===== config.mk =====
export PLATFORM = sky130hd
export DESIGN_NAME = fifo_host_access
export DESIGN_NICKNAME = d
export VERILOG_FILES = /design/src/rtl/fha_pkg.sv /design/src/rtl/fha_fifo.sv /design/src/rtl/fha_datapath.sv /design/src/rtl/fha_ctrl.sv /design/src/rtl/fifo_host_access.sv
export SDC_FILE = /design/constraint.sdc
export NUM_CORES = 2
export LEC_CHECK = 0
export BUFFER_PORTS_ARGS = -buffer_cell sky130_fd_sc_hd__buf_2
export CAP_MARGIN = 20
export CORE_ASPECT_RATIO = 1.2
export CORE_MARGIN = 3
export CORE_UTILIZATION = 50
export CTS_CLUSTER_DIAMETER = 150
export DETAILED_ROUTE_END_ITERATION = 7
export HOLD_SLACK_MARGIN = 0.1
export PLACE_DENSITY = 0.68
export SLEW_MARGIN = 20
export SYNTH_ARGS = -nofsm -noshare
export SYNTH_HDL_FRONTEND = slang
export SYNTH_SLANG_ARGS = --single-unit

===== constraint.sdc =====
create_clock -name clk -period 4 [get_ports clk]
set_clock_uncertainty 0.15 [all_clocks]
set_input_delay 0.4 -clock clk [delete_from_list [all_inputs] [get_ports clk]]
set_output_delay 0.4 -clock clk [all_outputs]
set_load 0.01 [all_outputs]

===== src/rtl/fha_pkg.sv =====
package fha_pkg;
  localparam int NUM_SM = 4;
  localparam int DEPTH  = 4;
  localparam int DATA_W = 32;
  localparam int ADDR_W = 5;
  localparam int PTR_W  = $clog2(DEPTH);
  localparam int CNT_W  = $clog2(DEPTH + 1);
  localparam int SEL_W  = $clog2(NUM_SM);

  typedef struct packed {
    logic [NUM_SM-1:0] txPush;
    logic [NUM_SM-1:0] rxPop;
    logic [NUM_SM-1:0] rxDirWr;
    logic [PTR_W-1:0]  dirIdx;
    logic [DATA_W-1:0] wdata;
  } strobes_t;
endpackage


===== src/rtl/fha_fifo.sv =====
module fha_fifo
  import fha_pkg::*;
(
  input  logic              clk,
  input  logic              rstN,
  input  logic              push,
  input  logic [DATA_W-1:0] pushData,
  input  logic              pop,
  input  logic              dirWr,
  input  logic [PTR_W-1:0]  dirIdx,
  input  logic [DATA_W-1:0] dirData,
  output logic [DATA_W-1:0] head,
  output logic [DATA_W-1:0] dirRd,
  output logic              full,
  output logic              empty,
  output logic [CNT_W-1:0]  level
);
  logic [DATA_W-1:0] mem [DEPTH];
  logic [PTR_W-1:0] wrPtr, rdPtr;
  logic doPush, doPop;

  assign full   = (level == CNT_W'(DEPTH));
  assign empty  = (level == '0);
  assign doPush = push && !full;
  assign doPop  = pop && !empty;
  assign head   = mem[rdPtr];
  assign dirRd  = mem[dirIdx];

  function automatic logic [PTR_W-1:0] nextPtr(input logic [PTR_W-1:0] p);
    return (p == PTR_W'(DEPTH - 1)) ? '0 : p + 1'b1;
  endfunction

  always_ff @(posedge clk or negedge rstN) begin
    if (!rstN) begin
      wrPtr <= '0;
      rdPtr <= '0;
      level <= '0;
    end else begin
      if (doPush) wrPtr <= nextPtr(wrPtr);
      if (doPop)  rdPtr <= nextPtr(rdPtr);
      if (doPush && !doPop)      level <= level + 1'b1;
      else if (doPop && !doPush) level <= level - 1'b1;
    end
  end

  always_ff @(posedge clk) begin
    if (dirWr)  mem[dirIdx] <= dirData;
    if (doPush) mem[wrPtr]  <= pushData;
  end
endmodule


===== src/rtl/fha_datapath.sv =====
module fha_datapath
  import fha_pkg::*;
(
  input  logic                     clk,
  input  logic                     rstN,
  input  strobes_t                 strb,
  input  logic [NUM_SM-1:0]        smTxPop,
  input  logic [NUM_SM-1:0]        smRxPush,
  input  logic [NUM_SM*DATA_W-1:0] smRxData,
  output logic [NUM_SM*DATA_W-1:0] smTxData,
  output logic [NUM_SM*DATA_W-1:0] rxHead,
  output logic [NUM_SM*DATA_W-1:0] dirRdData,
  output logic [NUM_SM-1:0]        txFull,
  output logic [NUM_SM-1:0]        txEmpty,
  output logic [NUM_SM-1:0]        rxFull,
  output logic [NUM_SM-1:0]        rxEmpty,
  output logic [NUM_SM*CNT_W-1:0]  txLevel,
  output logic [NUM_SM*CNT_W-1:0]  rxLevel
);
  for (genvar m = 0; m < NUM_SM; m++) begin : g_sm
    logic [DATA_W-1:0] txDirUnused;
    fha_fifo i_tx (
      .clk(clk), .rstN(rstN),
      .push(strb.txPush[m]), .pushData(strb.wdata),
      .pop(smTxPop[m]),
      .dirWr(1'b0), .dirIdx(strb.dirIdx), .dirData(strb.wdata),
      .head(smTxData[m*DATA_W +: DATA_W]), .dirRd(txDirUnused),
      .full(txFull[m]), .empty(txEmpty[m]),
      .level(txLevel[m*CNT_W +: CNT_W])
    );
    fha_fifo i_rx (
      .clk(clk), .rstN(rstN),
      .push(smRxPush[m]), .pushData(smRxData[m*DATA_W +: DATA_W]),
      .pop(strb.rxPop[m]),
      .dirWr(strb.rxDirWr[m]), .dirIdx(strb.dirIdx), .dirData(strb.wdata),
      .head(rxHead[m*DATA_W +: DATA_W]), .dirRd(dirRdData[m*DATA_W +: DATA_W]),
      .full(rxFull[m]), .empty(rxEmpty[m]),
      .level(rxLevel[m*CNT_W +: CNT_W])
    );
  end
endmodule


===== src/rtl/fha_ctrl.sv =====
module fha_ctrl
  import fha_pkg::*;
(
  input  logic                     clk,
  input  logic                     rstN,
  input  logic                     hostWrEn,
  input  logic                     hostRdEn,
  input  logic [ADDR_W-1:0]        hostAddr,
  input  logic [DATA_W-1:0]        hostWdata,
  input  logic [NUM_SM-1:0]        txFull,
  input  logic [NUM_SM-1:0]        txEmpty,
  input  logic [NUM_SM-1:0]        rxFull,
  input  logic [NUM_SM-1:0]        rxEmpty,
  input  logic [NUM_SM*CNT_W-1:0]  txLevel,
  input  logic [NUM_SM*CNT_W-1:0]  rxLevel,
  input  logic [NUM_SM*DATA_W-1:0] rxHead,
  input  logic [NUM_SM*DATA_W-1:0] dirRdData,
  output strobes_t                 strb,
  output logic [2*NUM_SM-1:0]      errFlags,
  output logic [DATA_W-1:0]        hostRdata
);
  localparam logic [ADDR_W-1:0] A_STATUS = 'd0;
  localparam logic [ADDR_W-1:0] A_FLAGS  = 'd1;
  localparam logic [ADDR_W-1:0] A_LEVEL  = 'd2;
  localparam logic [ADDR_W-1:0] A_MODE   = 'd3;

  logic [2*NUM_SM-1:0] joinCfg;
  logic [NUM_SM-1:0]   dirMode, ovfSet, undSet;
  logic [SEL_W-1:0]    sel, dirSm;
  logic isTx, isRx, isDir;
  logic [DATA_W-1:0]   levelWord;

  assign sel   = hostAddr[SEL_W-1:0];
  assign dirSm = hostAddr[PTR_W +: SEL_W];
  assign isTx  = (hostAddr[ADDR_W-1:2] == 3'b001);
  assign isRx  = (hostAddr[ADDR_W-1:2] == 3'b010);
  assign isDir = hostAddr[ADDR_W-1];

  always_comb begin
    strb        = '0;
    strb.dirIdx = hostAddr[PTR_W-1:0];
    strb.wdata  = hostWdata;
    ovfSet      = '0;
    undSet      = '0;
    levelWord   = '0;
    for (int m = 0; m < NUM_SM; m++) begin
      dirMode[m] = joinCfg[2*m] ^ joinCfg[2*m+1];
      if (hostWrEn && isTx && sel == SEL_W'(m)) begin
        strb.txPush[m] = !txFull[m];
        ovfSet[m]      = txFull[m];
      end
      if (hostRdEn && isRx && sel == SEL_W'(m)) begin
        strb.rxPop[m] = !rxEmpty[m];
        undSet[m]     = rxEmpty[m];
      end
      strb.rxDirWr[m] = hostWrEn && isDir && dirSm == SEL_W'(m) && dirMode[m];
      levelWord[8*m +: 4]     = 4'(txLevel[m*CNT_W +: CNT_W]);
      levelWord[8*m + 4 +: 4] = 4'(rxLevel[m*CNT_W +: CNT_W]);
    end
  end

  always_ff @(posedge clk or negedge rstN) begin
    if (!rstN) begin
      errFlags <= '0;
      joinCfg  <= '0;
    end else begin
      errFlags <= (errFlags & ~((hostWrEn && hostAddr == A_FLAGS) ?
                   hostWdata[2*NUM_SM-1:0] : '0)) | {undSet, ovfSet};
      if (hostWrEn && hostAddr == A_MODE) joinCfg <= hostWdata[2*NUM_SM-1:0];
    end
  end

  always_comb begin
    hostRdata = '0;
    if (isDir) begin
      if (dirMode[dirSm]) hostRdata = dirRdData[dirSm*DATA_W +: DATA_W];
    end else if (isRx) begin
      hostRdata = rxHead[sel*DATA_W +: DATA_W];
    end else begin
      case (hostAddr)
        A_STATUS: hostRdata = DATA_W'({rxEmpty, rxFull, txEmpty, txFull});
        A_FLAGS:  hostRdata = DATA_W'(errFlags);
        A_LEVEL:  hostRdata = levelWord;
        A_MODE:   hostRdata = DATA_W'(joinCfg);
        default:  hostRdata = '0;
      endcase
    end
  end
endmodule


===== src/rtl/fifo_host_access.sv =====
module fifo_host_access
  import fha_pkg::*;
(
  input  logic                     clk,
  input  logic                     rstN,
  input  logic                     hostWrEn,
  input  logic                     hostRdEn,
  input  logic [ADDR_W-1:0]        hostAddr,
  input  logic [DATA_W-1:0]        hostWdata,
  output logic [DATA_W-1:0]        hostRdata,
  input  logic [NUM_SM-1:0]        smTxPop,
  output logic [NUM_SM*DATA_W-1:0] smTxData,
  input  logic [NUM_SM-1:0]        smRxPush,
  input  logic [NUM_SM*DATA_W-1:0] smRxData
);
  strobes_t strb;
  logic [NUM_SM-1:0] txFull, txEmpty, rxFull, rxEmpty;
  logic [NUM_SM*CNT_W-1:0] txLevel, rxLevel;
  logic [NUM_SM*DATA_W-1:0] rxHead, dirRdData;
  logic [2*NUM_SM-1:0] errFlags;

  fha_ctrl i_ctrl (
    .clk(clk), .rstN(rstN), .hostWrEn(hostWrEn), .hostRdEn(hostRdEn),
    .hostAddr(hostAddr), .hostWdata(hostWdata),
    .txFull(txFull), .txEmpty(txEmpty), .rxFull(rxFull), .rxEmpty(rxEmpty),
    .txLevel(txLevel), .rxLevel(rxLevel), .rxHead(rxHead), .dirRdData(dirRdData),
    .strb(strb), .errFlags(errFlags), .hostRdata(hostRdata)
  );

  fha_datapath i_dp (
    .clk(clk), .rstN(rstN), .strb(strb),
    .smTxPop(smTxPop), .smRxPush(smRxPush), .smRxData(smRxData),
    .smTxData(smTxData), .rxHead(rxHead), .dirRdData(dirRdData),
    .txFull(txFull), .txEmpty(txEmpty), .rxFull(rxFull), .rxEmpty(rxEmpty),
    .txLevel(txLevel), .rxLevel(rxLevel)
  );
endmodule


==> results.yml <==
sta:
  whs_ps: 149
  setup_viol: 0
  rsz0062_at_grt: "no"
  slew_headroom_pct: 19.9
  clock.fmax_mhz: 255
  worst_slew_pin_slew_ps: 1190
  slew_viol_final: 0
  finalCriticalPeriod_ps: 3920
  fin_crit_sh_pct: 97.9
  finalHoldViolCount: 0
pwr:
  comb_power_share_pct: 31.4
  pwr-share-clk_pct: 28.0
  switching_share_pct: 31.6
  p_seq_share_pct: 40.6
  ir_drop_mv: 0.392
  p_switching_mw: 12.2
  p_int_mw: 26.3
  leakage_nw: 21.1
  power_mw: 38.5
  powerDensity_nw_per_um2: 624
cells_and_area:
  area_growth_pct: 17.2
  layout.nets: 3691
  fin_cells: 4943
  drive_gt1_share_pct: 43.8
  layout_commonest_cell: "edfxtp_1"
  fin_util_pct: 59.5
  layout_common_cells: "edfxtp_1, mux2_2, buf_2"
synth:
  ys_seq_elements: 1096
  ys_types: 51
  syn_avg_cell_area_um2: 17.7
  synth_top_flop_cell: "edfxtp_1"
  yosys_warnings: 0
  synth_cells: 2971
  synth-seq-area-share_pct: 61.7
  syn-cell-area_um2: 52700
  synth_edf_count: 1024
  syn_nets: 3204
  async_flop_share_pct: 6.57
worst_setup_path:
  worst_ep_arrival_time_ps: 3370
  timing.rr.start: "i_dp.g_sm[0].i_rx.level[0]"
  cp-end-kind: "output pin"
  crit_path_max_incr_delay_ps: 750
  cp_cell_sequence: "buf_4 -> mux4_2 -> mux2_2 -> a32oi_1 -> o211ai_1 -> buf_2"
  path_max_fanout: 9
  startpoint: "i_dp.g_sm[1].i_rx.rdPtr[1]"
  startpoint_type: "flip-flop"
  cp_slowest_cell: "dfrtp_1"
  path_class: "reg2out"
  required_ps: 3450
clock_tree:
  clock-root-buffer: "clkbuf_16"
  clockBufferDepth: 3
  clock_latency_ps: 680
  numCtsBuffers: 109
  cts_resized: 0
  htree_levels: 3
  clkTransAtPathRegs_ps: 60
  cts_tree: "yes"
  cts_sinks: 1096
drt:
  final_antenna_net_count: 0
  drt-wirelength-per-cell_um: 31.9
  route.final.wire_length_um: 158000
  drtIter0Drc: 3865
  viasPerCell: 6.45
  drcViolationCount: 0
  via_count: 31900
  drt_first_pass_iters: 5
floorplanning:
  die_h_um: 362
  rows: 129
  coreArea_um2: 104000
  die_w_um: 302
  start_util_pct: 50.8
  dieArea_um2: 109000
  pin_count: 337
global_route:
  gr-usage-all-layers_pct: 28.6
  antenna_found_initial: 13
  first_global_vias: 31900
  grt_pass1_wl_um: 228000
  grt.overflow.total: 0
  grt_max_degree: 75
outcome:
  outcome: "complete, no violations"
run:
  cap_viol_max_count: 0
placement:
  dp_hpwl_um: 108000
  place.gp.congestion: 0.964
  dp.cells: 4580
  io_buffer_count: 336
min_path:
  hp-start: "hostWdata[26]"
  hold_path_class: "in2reg"
## critical path: cells and delay by family (launching register included)
kind	cells	cell delay (ps)
AOI/OAI and AO/OA	2	740
muxes	2	650
DFF	1	750
buffers and inverters	2	540
## final cells by class
class	instances	area, µm²
Clock inverter	78	892
Clock buffer	129	2910
Tap cell	1375	1720
Timing Repair Buffer	607	4350
Multi-Input combinational cell	1616	19200
Antenna cell	14	35.0
Sequential cell	1096	32600
Inverter	28	105
Fill cell	7636	42000
## Yosys cell counts, types with 9 or more instances
| master | n | share of area [%] |
|---|---|---|
| a221o_1 | 10 | 0.19 |
| buf_4 | 9 | 0.13 |
| a22o_1 | 26 | 0.43 |
| clkbuf_1 | 88 | 0.63 |
| a22oi_1 | 18 | 0.26 |
| a21oi_1 | 38 | 0.36 |
| mux2_2 | 560 | 12 |
| mux4_2 | 309 | 13 |
| nand2_1 | 63 | 0.45 |
| and2_1 | 25 | 0.30 |
| inv_1 | 28 | 0.20 |
| xor2_1 | 20 | 0.33 |
| nor2_1 | 34 | 0.24 |
| edfxtp_1 | 1024 | 58 |
| ha_1 | 48 | 1.1 |
| nand2b_1 | 9 | 0.11 |
| dfrtp_1 | 72 | 3.4 |
| a31oi_1 | 13 | 0.15 |
| o22ai_1 | 66 | 0.78 |
| o221ai_1 | 27 | 0.45 |
| or3_1 | 13 | 0.15 |
| buf_1 | 12 | 0.085 |
| mux2i_1 | 167 | 3.2 |
| o21ai_0 | 45 | 0.43 |
| nand3_1 | 17 | 0.16 |
| nand3b_1 | 15 | 0.21 |
| nor3_1 | 26 | 0.25 |
| buf_2 | 114 | 1.1 |
## logic make-up (layout without fill, tap and decap cells)
family          count (synthesis)  in the layout  synth area share (%)
other cells                     0             14                     0
compound gates                266            266                  3.42
buf+inv                       259            842                  2.29
flops                        1096           1096                  61.7
xor+xnor                       28             28                 0.465
fa+ha+maj                      56             56                  1.44
simple gates                  230            230                  2.30
mux                          1036           1036                  28.3
## worst paths after layout
check	to	depth (start not counted)	slack, ps
max	hostRdata[28]	6	80
min	i_dp.g_sm[0].i_tx.mem[1][26]	1	150
max reg2reg	i_dp.g_sm[0].i_rx.mem[0][22]	6	1050
min reg2reg	i_ctrl.errFlags[7]	1	350
max in group asynchronous	i_dp.g_sm[1].i_tx.rdPtr[0]	3	2570
min in group asynchronous	i_dp.g_sm[0].i_rx.wrPtr[1]	2	200
## power groups by stage
| stage | registers [mW] | logic, mW | clock network, mW |
|---|---|---|---|
| 6_report | 15.7 | 12.1 | 10.8 |
| 5_1_grt | 15.8 | 12.7 | 11.4 |
| 4_1_cts | 15.7 | 12.0 | 11.0 |
| 3_5_place_dp | 15.9 | 11.8 | 0 |
| 3_3_place_gp | 15.8 | 11.6 | 0 |
| 2_1_floorplan | 15.2 | 7.88 | 0 |
## registers in the layout, indices dropped and copies added, names as in the netlist
signal                count
i_dp.g_sm.i_rx.mem      512
i_dp.g_sm.i_rx.wrPtr      8
i_dp.g_sm.i_rx.rdPtr      8
i_dp.g_sm.i_tx.rdPtr      8
i_dp.g_sm.i_tx.mem      512
i_dp.g_sm.i_rx.level     12
i_ctrl.errFlags           8
i_dp.g_sm.i_tx.wrPtr      8
i_dp.g_sm.i_tx.level     12
i_ctrl.joinCfg            8
## per-stage QoR
step | setup slack (ps) | area (µm²) | setup TNS [ps]
floorplan | -296 | 52700 | -65430
global placement | 511 | 56500 | 0
detailed placement | 538 | 56500 | 0
CTS | 79.2 | 61700 | 0
global route | 54.3 | 61700 | 0
finish | 85.0 | 61800 | 0
## repair_timing
action | CTS | global route
endpoints found under the setup margin | 0 | 1
setup buffers | 0 | 1
hold endpoints to repair | 657 | 0
hold buffers | 141 | 0
## routing by layer
| metal | GRT usage [%] | vias to the layer above | part of all wire [%] | wire length [µm] |
|---|---|---|---|---|
| li1 | - | 13200 | - | - |
| met1 | 41.4 | 16700 | 40 | 63600 |
| met2 | 44.9 | 1763 | 47 | 74200 |
| met3 | 5.48 | 265 | 9.7 | 15300 |
| met4 | 7.86 | 2 | 3.0 | 4690 |
| met5 | 0 | - | 0.0082 | 13 |
Note: power is estimated with default switching activity, not from simulation.
